## src/rtl/scsi_evt_pkg.sv

```systemverilog
`timescale 1ns/1ps
package scsi_evt_pkg;
    localparam int NUM_EVT = 5;
    localparam int B_SEL   = 0;
    localparam int B_RESEL = 1;
    localparam int B_UDC   = 2;
    localparam int B_BRST  = 3;
    localparam int B_PAR   = 4;

    typedef enum logic [1:0] {
        MODE_INIT = 2'd0,
        MODE_TGT  = 2'd1,
        MODE_LOW  = 2'd2,
        MODE_RSVD = 2'd3
    } mode_e;
endpackage

```

## src/rtl/scsi_evt_qual.sv

```systemverilog
`timescale 1ns/1ps
module scsi_evt_qual
    import scsi_evt_pkg::*;
#(
    parameter int ID_W = 3
) (
    input  logic            sel_det,
    input  logic [ID_W-1:0] sel_id,
    input  logic            sel_resp_en,
    input  logic            resel_det,
    input  logic [ID_W-1:0] resel_id,
    input  logic            resel_resp_en,
    input  logic [ID_W-1:0] own_id,
    input  mode_e           mode,
    input  logic            disc_det,
    input  logic            disc_expected,
    input  logic            sel_timeout,
    output logic            sel_evt,
    output logic            resel_evt,
    output logic            udc_evt
);
    logic disc_counts;

    always_comb begin
        sel_evt   = sel_det   && sel_resp_en   && (sel_id   == own_id);
        resel_evt = resel_det && resel_resp_en && (resel_id == own_id);
        unique case (mode)
            MODE_INIT: disc_counts = !disc_expected;
            MODE_LOW:  disc_counts = 1'b1;
            default:   disc_counts = 1'b0;
        endcase
        udc_evt = (disc_det && disc_counts) || sel_timeout;
    end
endmodule

```

## src/rtl/scsi_rst_edge.sv

```systemverilog
`timescale 1ns/1ps
module scsi_rst_edge (
    input  logic clk,
    input  logic rst_n,
    input  logic bus_rst,
    output logic rise_evt
);
    typedef struct packed {
        logic prev;
    } edge_st_t;

    edge_st_t st_d, st_q;

    always_comb begin
        st_d      = st_q;
        st_d.prev = bus_rst;
        rise_evt  = bus_rst && !st_q.prev;
    end

    always_ff @(posedge clk or negedge rst_n) begin
        if (!rst_n) st_q <= '0;
        else        st_q <= st_d;
    end
endmodule

```

## src/rtl/scsi_par_unit.sv

```systemverilog
`timescale 1ns/1ps
module scsi_par_unit #(
    parameter int DATA_W = 8
) (
    input  logic              rx_valid,
    input  logic [DATA_W-1:0] rx_data,
    input  logic              rx_par,
    input  logic              par_chk_en,
    input  logic [DATA_W-1:0] tx_data,
    output logic              tx_par,
    output logic              par_evt
);
    logic rx_ones_odd;

    always_comb begin
        rx_ones_odd = ^{rx_data, rx_par};
        par_evt     = rx_valid && par_chk_en && !rx_ones_odd;
        tx_par      = ~(^tx_data);
    end
endmodule

```

## src/rtl/scsi_evt_status.sv

```systemverilog
`timescale 1ns/1ps
module scsi_evt_status
    import scsi_evt_pkg::*;
#(
    parameter int ID_W   = 3,
    parameter int DATA_W = 8
) (
    input  logic               clk,
    input  logic               rst_n,
    input  logic               sel_det,
    input  logic [ID_W-1:0]    sel_id,
    input  logic               sel_resp_en,
    input  logic               resel_det,
    input  logic [ID_W-1:0]    resel_id,
    input  logic               resel_resp_en,
    input  logic [ID_W-1:0]    own_id,
    input  logic [1:0]         mode,
    input  logic               disc_det,
    input  logic               disc_expected,
    input  logic               sel_timeout,
    input  logic               bus_rst,
    input  logic               rx_valid,
    input  logic [DATA_W-1:0]  rx_data,
    input  logic               rx_par,
    input  logic               par_chk_en,
    input  logic [DATA_W-1:0]  tx_data,
    output logic               tx_par,
    input  logic               rd_clr,
    input  logic [NUM_EVT-1:0] int_mask,
    output logic [NUM_EVT-1:0] status,
    output logic               irq
);
    typedef struct packed {
        logic [NUM_EVT-1:0] stat;
    } reg_st_t;

    reg_st_t st_d, st_q;
    logic sel_evt, resel_evt, udc_evt, brst_evt, par_evt;
    logic [NUM_EVT-1:0] evt_vec;

    scsi_evt_qual #(.ID_W(ID_W)) i_qual (
        .sel_det       (sel_det),
        .sel_id        (sel_id),
        .sel_resp_en   (sel_resp_en),
        .resel_det     (resel_det),
        .resel_id      (resel_id),
        .resel_resp_en (resel_resp_en),
        .own_id        (own_id),
        .mode          (mode_e'(mode)),
        .disc_det      (disc_det),
        .disc_expected (disc_expected),
        .sel_timeout   (sel_timeout),
        .sel_evt       (sel_evt),
        .resel_evt     (resel_evt),
        .udc_evt       (udc_evt)
    );

    scsi_rst_edge i_edge (
        .clk      (clk),
        .rst_n    (rst_n),
        .bus_rst  (bus_rst),
        .rise_evt (brst_evt)
    );

    scsi_par_unit #(.DATA_W(DATA_W)) i_par (
        .rx_valid   (rx_valid),
        .rx_data    (rx_data),
        .rx_par     (rx_par),
        .par_chk_en (par_chk_en),
        .tx_data    (tx_data),
        .tx_par     (tx_par),
        .par_evt    (par_evt)
    );

    always_comb begin
        evt_vec          = '0;
        evt_vec[B_SEL]   = sel_evt;
        evt_vec[B_RESEL] = resel_evt;
        evt_vec[B_UDC]   = udc_evt;
        evt_vec[B_BRST]  = brst_evt;
        evt_vec[B_PAR]   = par_evt;

        st_d      = st_q;
        st_d.stat = (rd_clr ? '0 : st_q.stat) | evt_vec;
    end

    always_ff @(posedge clk or negedge rst_n) begin
        if (!rst_n) st_q <= '0;
        else        st_q <= st_d;
    end

    assign status = st_q.stat;
    assign irq    = |(st_q.stat & int_mask);
endmodule

```

## config.mk

```make
export PLATFORM = sky130hd
export DESIGN_NAME = scsi_evt_status
export DESIGN_NICKNAME = d
export VERILOG_FILES = /design/src/rtl/scsi_evt_pkg.sv /design/src/rtl/scsi_evt_qual.sv /design/src/rtl/scsi_rst_edge.sv /design/src/rtl/scsi_par_unit.sv /design/src/rtl/scsi_evt_status.sv
export SDC_FILE = /design/constraint.sdc
export NUM_CORES = 1
export LEC_CHECK = 0
export ABC_AREA = 1
export ABC_CLOCK_PERIOD_IN_PS = 900
export BUFFER_PORTS_ARGS = -buffer_cell sky130_fd_sc_hd__buf_2
export CAP_MARGIN = 20
export CORE_UTILIZATION = 36
export DETAILED_ROUTE_END_ITERATION = 7
export GPL_ROUTABILITY_DRIVEN = 0
export PLACE_DENSITY_LB_ADDON = 0.1
export SYNTH_ARGS = -nofsm -noshare
export SYNTH_HDL_FRONTEND = slang
export SYNTH_HIERARCHICAL = 1
export SYNTH_SLANG_ARGS = --single-unit
```

## constraint.sdc

```tcl
create_clock -name clk -period 0.9 [get_ports clk]
set_input_delay 0.09 -clock clk [delete_from_list [all_inputs] [get_ports clk]]
set_output_delay 0.09 -clock clk [all_outputs]
set_load 0.02 [all_outputs]
```

; ---- Yosys cells after proc, flatten, opt, wreduce, memory -nomap -nowiden
; Index checks and enable logic that the tools add are counted.
[totals]
out_inout_bits = 7
ff_bits = 6
wordCells = 26
inputBits = 46
[classes]
eq_ne = 3
n_reduce_logical = 16
bitwise = 3
n_mux = 2
[op_table]
columns = operator, n
row1 = 9-bit XOR reduction, 1
row2 = 1-bit logical AND, 8
row3 = 8-bit XOR reduction, 1
row4 = 3-bit == test, 2
row5 = 5-bit bitwise AND, 1
row6 = 5-bit two-way mux, 1
row7 = 5-bit OR, 1
row8 = 5-bit OR reduction, 1
row9 = 1-bit logical NOT, 3
row10 = 2-bit == test (second input constant), 1
row11 = 2-bit logical NOT, 1
row12 = 1-bit case mux with 2 select lines, 1
row13 = 1-bit logical OR, 1
row14 = 1-bit NOT, 1

; ---- Logic depth before layout (Yosys ltp)
; Gate-level depths: netlist of run 1.
[depth]
ltp_word = 5
mapped_depth = 11
ltp_nobuf = 11

; ---- Modules after synthesis
; Netlist of run 1, hierarchy kept.
[by_module_without_submodules]
columns = mod, area_each_um2, cells_each, seq_area_each_um2, instances
row1 = scsi_evt_status, 222.7, 26, 125.1, 1
row2 = scsi_par_unit, 190.2, 32, 0.0, 1
row3 = scsi_evt_qual, 150.1, 35, 0.0, 1
row4 = scsi_rst_edge, 35.0, 3, 25.0, 1

; ---- Worst setup path after synthesis of run 1
; OpenSTA, ideal clock, no wires.
[synth_path]
path_kind = register to output
from = register st_q (netlist bit status[3])
to = output port irq
stages_incl_launch_ff = 5
path_slack_ps = 22
required_ps = 810
path_buffers = 0
arrival_time_ps = 788
cell_sequence = dfrtp_1 nand2_1 inv_1 nor2_1 nand2_1
[synth_via]
elab_chain_len = 2
[synth_lines]
columns = item, line
row1 = from (decl), scsi_evt_status.sv:37  ; reg_st_t st_d, st_q;
row2 = from (signal assigned), scsi_evt_status.sv:89  ; else st_q <= st_d;
row3 = 5-bit bitwise AND, scsi_evt_status.sv:93  ; assign irq = |(st_q.stat & int_mask);
row4 = 5-bit OR reduction, scsi_evt_status.sv:93
row5 = to (decl), scsi_evt_status.sv:31  ; output logic irq
; No other way between the ends.

; ---- Final worst setup path of run 1
[layout_path]
from = register st_q (netlist bit status[2])
to = output port irq
; The elaborated chain is that of the path after synthesis.

==> metrics.yaml, run 1 <==
status:
  status: "finished, violations left"
  violations: "negative setup slack"
global_routing:
  met2_usage_pct: 28.2
  grt_usage_pct: 15.5
  antenna_found_initial: 0
  grt_pass1_vias: 622
  grt_max_degree: 7
  grt_use_met3_pct: 3.83
  use_met1_pct: 16.4
  grt_pass1_wl_mm: 2.17
  grt-busiest-layer: "met2"
  grt.overflow.total: 0
critical_path:
  reg2reg_from: "status[0]"
  crit_path_max_fanout: 3
  r2r-end: "status[0]"
  cp-endpoint: "irq"
  endpoint_kind: "primary output"
  r2r_cells: 3
  arrival_ps: 1050
  startpoint_type: "flop"
  crit_required_ps: 810
  worstSetupPathType: "reg2out"
  critPathLaunch: "status[2]"
  reg2reg_slack_ps: 150
yosys:
  netlist.area_leader.share_pct: 25.1
  ys_seq_area_share_pct: 25.1
  avgSynthCellArea_um2: 6.23
  ys_ff_latch: 6
  synth_cell_types: 15
  syn-num-nets: 142
  synth_area_um2: 598
  synth_area_leaders: "dfrtp_1 (25%), nand2_1 (21%), inv_1 (14%)"
  yosys_warnings: 6
  synth_top_area_cell: "dfrtp_1"
  synthCells: 96
layout:
  final_layout_size_suffix_gt1_share_pct: 43.9
  antenna_cells: 0
  layout.cells.non_filler: 171
  layout.cells.most_common: "buf_2"
  mostFrequentLayoutCells: "buf_2 (46), nand2_1 (33), inv_1 (22), o21bai_1 (7)"
  fin_nets: 203
  area_growth_pct: 65.7
clock_tree:
  cts.sinks: 6
  cts_htree_levels: 1
  cts_buffers: 3
  clk_latency_ps: 240
  cts_tree: "done"
  clk_pin_slew_ps: 40
  cts_buffer_depth: 2
  cts-root-buf: "clkbuf_4"
detailed_routing:
  wl_per_cell_um: 7.70
  drc: 0
  vias: 724
  drtIter0Drc: 15
  drt-pass1-iter-count: 4
  postRouteWirelength_mm: 1.32
  ant_nets: 0
  viasPerCell: 4.23
sta:
  max-slew-margin-rel_pct: 88.8
  final_hold_viol_count: 0
  finalWorstSetupSlack_ps: -243
  whs_ps: 101
  tightest_slew_ps: 166
  rsz0062_at_grt: "true"
  min_period_ps: 1140
  setup_viol: 3
  skew_ps: 0.133
  setup_tns_ps: -309
  drv_slew: 0
  finalCritPeriodShare_pct: 127
  fmaxAchievable_mhz: 875
placement:
  dp.cells: 164
  portBuffers: 52
  hpwlAfterDp_mm: 1.05
die:
  start_util_pct: 39.2
  die_w_um: 42.8
  core_area_um2: 1520
  fp.dieH_um: 42.8
  core.rowCount: 14
  design.die.area_um2: 1830
  io_pins: 53
worst_hold_path:
  hp-class: "in2reg"
pwr:
  p_leak_nw: 0.625
  vdd.ir_drop.worst_mv: 0.531
  p_per_area_nw_per_um2: 1040
flow_run:
  cap_violations: 0
==> layout make-up <==
class,instances,area [um2]
fill,152,533
multi-input combinational,66,375
timing repair buffer,56,333
sequential,6,150
inverter,24,90.1
clock buffer,3,22.5
tap,16,20.0
==> how the worst min path moves through the flow <==
stage,from,endpoint,slack [ps],depth (start not counted)
2_1_floorplan,rst_n,i_edge/st_q,-210,0
3_3_place_gp,rst_n,status[3],-80,1
3_5_place_dp,rst_n,status[3],-80,1
4_1_cts,rd_clr,status[3],90,2
5_1_grt,rd_clr,status[3],110,2
6_report,rd_clr,status[3],100,2
==> state kept, by name (all words and copies together) (netlist names) <==
| signal | flops |
|---|---|
| status | 5 |
| i_edge/st_q | 1 |
==> timing repair <==
action / in CTS / in global routing
endpoints found under the hold margin: 7 / 0
setup buffers: 1 / 1
resized for setup: 5 / 8
hold buffers: 2 / 0
endpoints found under the setup margin: 2 / 7
pin swaps: 1 / 4
==> worst max-delay path, stage by stage (launching register included) <==
cell,delay (ps)
dfrtp_1,390
nand2_1,70
nand2_1,60
nor2_2,90
nand2_1,40
buf_2,150
==> logic make-up after synthesis <==
family	Yosys count	synth area share [%]
xor gates and xnor gates	10	15.9
and+or+nand+nor	47	32.8
DFF	6	25.1
AOI/OAI and AO/OA	9	11.1
buffers and inverters	24	15.1
==> stage by stage <==
stage / setup slack (ps) / utilization [%] / area [um2] / total power [mW]
3_3_place_gp: -54.9 / 57.6 / 878 / 0.717
5_1_grt: -336 / 65.0 / 991 / 1.11
2_1_floorplan: 22.3 / - / 598 / 0.550
6_report: -243 / 65.0 / 991 / 1.03
4_1_cts: -231 / 62.7 / 956 / 1.01
3_5_place_dp: -79.1 / 57.6 / 878 / 0.727
==> Yosys cell counts (all sizes together) <==
cell    instances
nand2          35
o21bai          7
nand3           4
inv            24
a21oi           2
xor2            3
nand2b          2
nor2            6
xnor2           7
dfrtp           6
==> power breakdown <==
part / internal [mW] / switching, mW
clock network: 0.150 / 0.0918
registers: 0.292 / 0.0172
logic: 0.253 / 0.225
==> routing by layer <==
metal | vias to the layer above | part of all wire [%]
li1 | 397 | -
met1 | 289 | 42
met3 | 0 | 7.4
met5 | - | 0
met2 | 38 | 51
met4 | 0 | 0
No activity file was read; power rests on OpenSTA's default activity.
==> run 2: changes to the inputs <==
Settings changed: CORE_MARGIN set to 10, CORE_UTILIZATION 36 to 38, CTS_BUF_LIST set to sky130_fd_sc_hd__clkbuf_8.
==> run 2 against run 1 <==
The flow still finishes with violations (negative setup slack). Critical path type unchanged. Largest power group unchanged. Design area rose by 4.7%. First-iteration DRC count fell by 60%. Utilization rose by 4.6 points.
==> metrics.yaml, run 2 (same netlist as run 1, synthesis figures left out) <==
die:
  start_util_pct: 40.2
  fp.dieH_um: 59.7
  design.die.area_um2: 3560
  core_area_um2: 1490
  core.rowCount: 14
  die_w_um: 59.7
  io_pins: 53
layout:
  mostFrequentLayoutCells: "buf_2 (43), nand2_1 (33), inv_1 (21), buf_6 (8), o21bai_1 (7)"
  antenna_cells: 0
  area_growth_pct: 73.4
  largest_register_ffs: 5
  n_fill_cell: 123
  layout.cells.most_common: "buf_2"
  design_area_um2: 1040
  layout.cells.non_filler: 172
  fin_util_pct: 69.7
  final_layout_size_suffix_gt1_share_pct: 44.9
  fin_nets: 204
critical_path:
  crit_chain: "nand2_1 -> inv_1 -> nor2_1 -> nand2_1 -> buf_6"
  crit_path_max_fanout: 2
  worstSetupPathType: "reg2out"
  critical_path_buf_inv_count: 2
  reg2reg_slack_ps: 140
  arrival_ps: 990
  crit_required_ps: 810
  cp_common_cell: "nand2_1"
  max_stage_delay_ps: 380
  critPathTopFamily: "flip-flops"
  endpoint_kind: "primary output"
  startpoint_type: "flop"
  slowest_stage: "dfrtp_1"
sta:
  finalWorstSetupSlack_ps: -185
  setup_viol: 5
  whs_ps: 122
  rsz0062_at_grt: "true"
  drv_slew: 0
  finalCritPeriodShare_pct: 121
  tightest_slew_ps: 189
  final_hold_viol_count: 0
  fmaxAchievable_mhz: 922
  max-slew-margin-rel_pct: 87.4
  min_period_ps: 1080
  skew_ps: 0.0776
pwr:
  total_power_mw: 1.21
  p_leak_nw: 0.645
  vdd.ir_drop.worst_mv: 0.546
  p_per_area_nw_per_um2: 1170
detailed_routing:
  drt-pass1-iter-count: 2
  viasPerCell: 4.25
  ant_nets: 0
  drtIter0Drc: 6
  drc: 0
  vias: 731
  wl_per_cell_um: 11.1
  postRouteWirelength_mm: 1.92
status:
  violations: "negative setup slack"
  status: "finished, violations left"
clock_tree:
  cts-root-buf: "clkbuf_8"
  cts_htree_levels: 1
  clk_pin_slew_ps: 30
  cts.sinks: 6
  cts_buffers: 3
  cts_buffer_depth: 2
  clk_latency_ps: 220
  cts_tree: "done"
placement:
  portBuffers: 52
  place_area_um2: 878
  hpwlAfterDp_mm: 1.57
  dp.cells: 164
global_routing:
  grt_max_degree: 7
  antenna_found_initial: 0
  grt_usage_pct: 10.5
  grt.overflow.total: 0
  grt_pass1_vias: 791
  grt_pass1_wl_mm: 3.04
worst_hold_path:
  hp-class: "in2reg"
flow_run:
  cap_violations: 0
==> run 2: changes by cell type in the layout (fill, tap and decap cells not counted), sizes merged <==
cell | previous run | this run
buf | 54 | 55
==> run 2: per-stage QoR <==
stage          setup WS (ps)  setup TNS, ps
3_5_place_dp           -84.4           -130
5_1_grt                 -246           -546
2_1_floorplan           22.3              0
3_3_place_gp           -49.9          -70.2
4_1_cts                 -180           -327
6_report                -185           -332
==> run 2: routing by layer <==
| metal | GRT usage [%] | vias up | wire length [um] |
|---|---|---|---|
| li1 | - | 401 | - |
| met1 | 11.0 | 290 | 771 |
| met2 | 17.2 | 38 | 894 |
| met3 | 3.81 | 2 | 223 |
| met4 | 6.73 | 0 | 25 |
| met5 | 0 | - | 0 |
==> run 2: worst reg2reg max path: stages (launching register included) <==
cell and delay [ps]:
dfrtp_1 400, buf_4 150, inv_1 40, o21bai_1 50
==> run 2: where the power goes <==
part,internal [mW],leakage [nW],switching (mW)
logic,0.270,0.549,0.242
clock network,0.286,0.0216,0.106
registers,0.292,0.0744,0.0156
==> run 2: cell type report <==
cell class | instances | area (um2) | area share, %
multi-input combinational | 66 | 380 | 36.7
timing repair buffer | 57 | 355 | 34.3
sequential | 6 | 150 | 14.5
inverter | 24 | 90.1 | 8.69
clock buffer | 3 | 41.3 | 3.98
tap | 16 | 20.0 | 1.93
==> run 2: path summary, 6_finish.rpt <==
path / start / end / depth (start not counted)
setup / recovery: status[3] / irq / 5
hold / removal: rd_clr / status[3] / 2
setup reg to reg: status[4] / status[4] / 3
hold reg to reg: i_edge/st_q / status[3] / 2
max in group asynchronous: rst_n / i_edge/st_q / 2
min in group asynchronous: rst_n / status[3] / 2
==> run 2: what timing repair did <==
| item | CTS | global route |
|---|---|---|
| setup endpoints to repair | 2 | 6 |
| pin swaps | 1 | 7 |
| hold buffers | 2 | 0 |
| setup buffers | 3 | 3 |
| resized for setup | 11 | 6 |
| hold endpoints to repair | 7 | 0 |
==> run 3: changes to the inputs <==
Settings changed: BUFFER_PORTS_ARGS -buffer_cell sky130_fd_sc_hd__buf_2 to not set, CORE_UTILIZATION 38 to 40, CTS_CLUSTER_SIZE set to 28, DONT_BUFFER_PORTS set to 1.
==> run 3 against run 2 <==
The run still ends with negative setup slack left. Flip-flop and latch count did not move. Via count down 25%. Wire length fell by 19%. Register-to-register slack about the same. Critical path type unchanged. Sequential power barely moved. Clock power about the same. Design area fell by 29%. Combinational power is 33% lower. First-iteration DRC count increased by 50%. Die area decreased by 3.3%. Critical path depth fell by 1.
==> metrics.yaml, run 3 (same netlist as run 1, synthesis figures left out) <==
sta:
  finalCritPeriodShare_pct: 110
  final_hold_viol_count: 0
  setup_tns_ps: -90.8
  min_period_ps: 991
  finalWorstSetupSlack_ps: -90.8
  skew_ps: 2.62
  max-slew-margin-rel_pct: 81.0
  setup_viol: 1
  drv_slew: 0
  tightest_slew_ps: 284
  fmaxAchievable_mhz: 1010
  whs_ps: 83.0
  rsz0062_at_grt: "true"
clock_tree:
  cts.sinks: 6
  post_cts_buffers: 0
  cts_htree_levels: 1
  cts_tree: "done"
  cts-root-buf: "clkbuf_8"
  clk_pin_slew_ps: 40
  clk_latency_ps: 220
  cts_buffer_depth: 2
  cts_buffers: 3
status:
  violations: "negative setup slack"
  status: "finished, violations left"
die:
  core_area_um2: 1350
  io_pins: 53
  start_util_pct: 44.3
  fp.dieH_um: 58.7
  die_w_um: 58.7
  core.rowCount: 13
  design.die.area_um2: 3440
placement:
  portBuffers: 0
  pre_cts_ws_ps: 38.7
  hpwlAfterDp_mm: 1.38
detailed_routing:
  drc: 0
  drtIter0Drc: 9
  postRouteWirelength_mm: 1.55
  vias: 547
  ant_nets: 0
  viasPerCell: 4.45
  wl_per_cell_um: 12.6
  drt-pass1-iter-count: 4
critical_path:
  crit_path_max_fanout: 2
  crit_chain: "nand2_1 -> inv_1 -> nor2_2 -> nand2_2"
  worstSetupPathType: "reg2out"
  crit_required_ps: 810
  r2r-end: "status[3]"
  slowest_stage: "dfrtp_1"
  reg2reg_slack_ps: 140
  reg2reg_from: "status[3]"
  arrival_ps: 900
  max_stage_delay_ps: 370
  startpoint_type: "flop"
  endpoint_kind: "primary output"
  r2r_cells: 3
worst_hold_path:
  holdPathStages: 3
  hp-class: "in2reg"
  min_to: "status[3]"
  hold_path.startpoint: "bus_rst"
pwr:
  p_per_area_nw_per_um2: 1410
  p_leak_nw: 0.429
  vdd.ir_drop.worst_mv: 0.573
  total_power_mw: 1.04
global_routing:
  grt_pass1_vias: 645
  grt.overflow.total: 0
  grt_pass1_wl_mm: 2.53
  grt_max_degree: 7
  antenna_found_initial: 0
  grt_usage_pct: 8.93
layout:
  fin_nets: 156
  layout.cells.most_common: "nand2_1"
  mostFrequentLayoutCells: "nand2_1 (32), inv_1 (22), o21bai_1 (7)"
  largest_register_ffs: 5
  multi_input_area_um2: 363
  seqCellArea_um2: 150
  final_layout_size_suffix_gt1_share_pct: 17.6
  area_growth_pct: 23.4
  fin_util_pct: 54.7
  n_fill_cell: 137
  antenna_cells: 0
flow_run:
  cap_violations: 0
## run 3: how the worst max path moves through the flow
| stage | start | end | depth (start not counted) |
|---|---|---|---|
| after floorplan | status[3] | irq | 4 |
| after global placement | rx_data[7] | status[4] | 11 |
| after detailed placement | rx_data[7] | status[4] | 11 |
| after CTS | status[2] | irq | 4 |
| after global routing | status[3] | irq | 4 |
| final | status[3] | irq | 4 |
## run 3: timing repair
item                       4_1_cts  5_1_grt
hold endpoints to repair        12        0
gates cloned                     0        0
pin swaps                        2        1
setup endpoints to repair        1        1
gates resized for setup          2        0
hold buffers                     3        0
## run 3: where the power goes
| part | total (mW) | leakage [nW] | switching (mW) | internal [mW] |
|---|---|---|---|---|
| Combinational | 0.345 | 0.333 | 0.184 | 0.161 |
| Sequential | 0.305 | 0.0744 | 0.0128 | 0.292 |
| Clock | 0.394 | 0.0216 | 0.107 | 0.287 |
## run 3: cell type report
class	instances	share of cell area, %
Clock buffer	3	5.59
Inverter	24	12.2
Multi-Input combinational cell	66	49.2
Sequential cell	6	20.3
Tap cell	15	2.54
Timing Repair Buffer	9	10.2
## run 3: critical path: cells and delay by family (launching register included)
family                 cells  cell delay (ps)
AND/OR/NAND/NOR            3              270
buffers and inverters      1               40
flip-flops                 1              370
## run 3: metal layers
metal | vias to the layer above | track usage (%) | wire [um]
met4 | 0 | 4.92 | 0
met3 | 0 | 6.01 | 283
li1 | 304 | - | -
met1 | 206 | 9.21 | 629
met2 | 37 | 13.4 | 635
met5 | - | 0 | 0
## run 3: through the flow
| step | cells | cell area, um2 |
|---|---|---|
| 6_report | 123 | 738 |
| 5_1_grt | 123 | 738 |
| 4_1_cts | 123 | 738 |
| 3_5_place_dp | 117 | 662 |
| 3_3_place_gp | 117 | 662 |
| 2_1_floorplan | 96 | 598 |
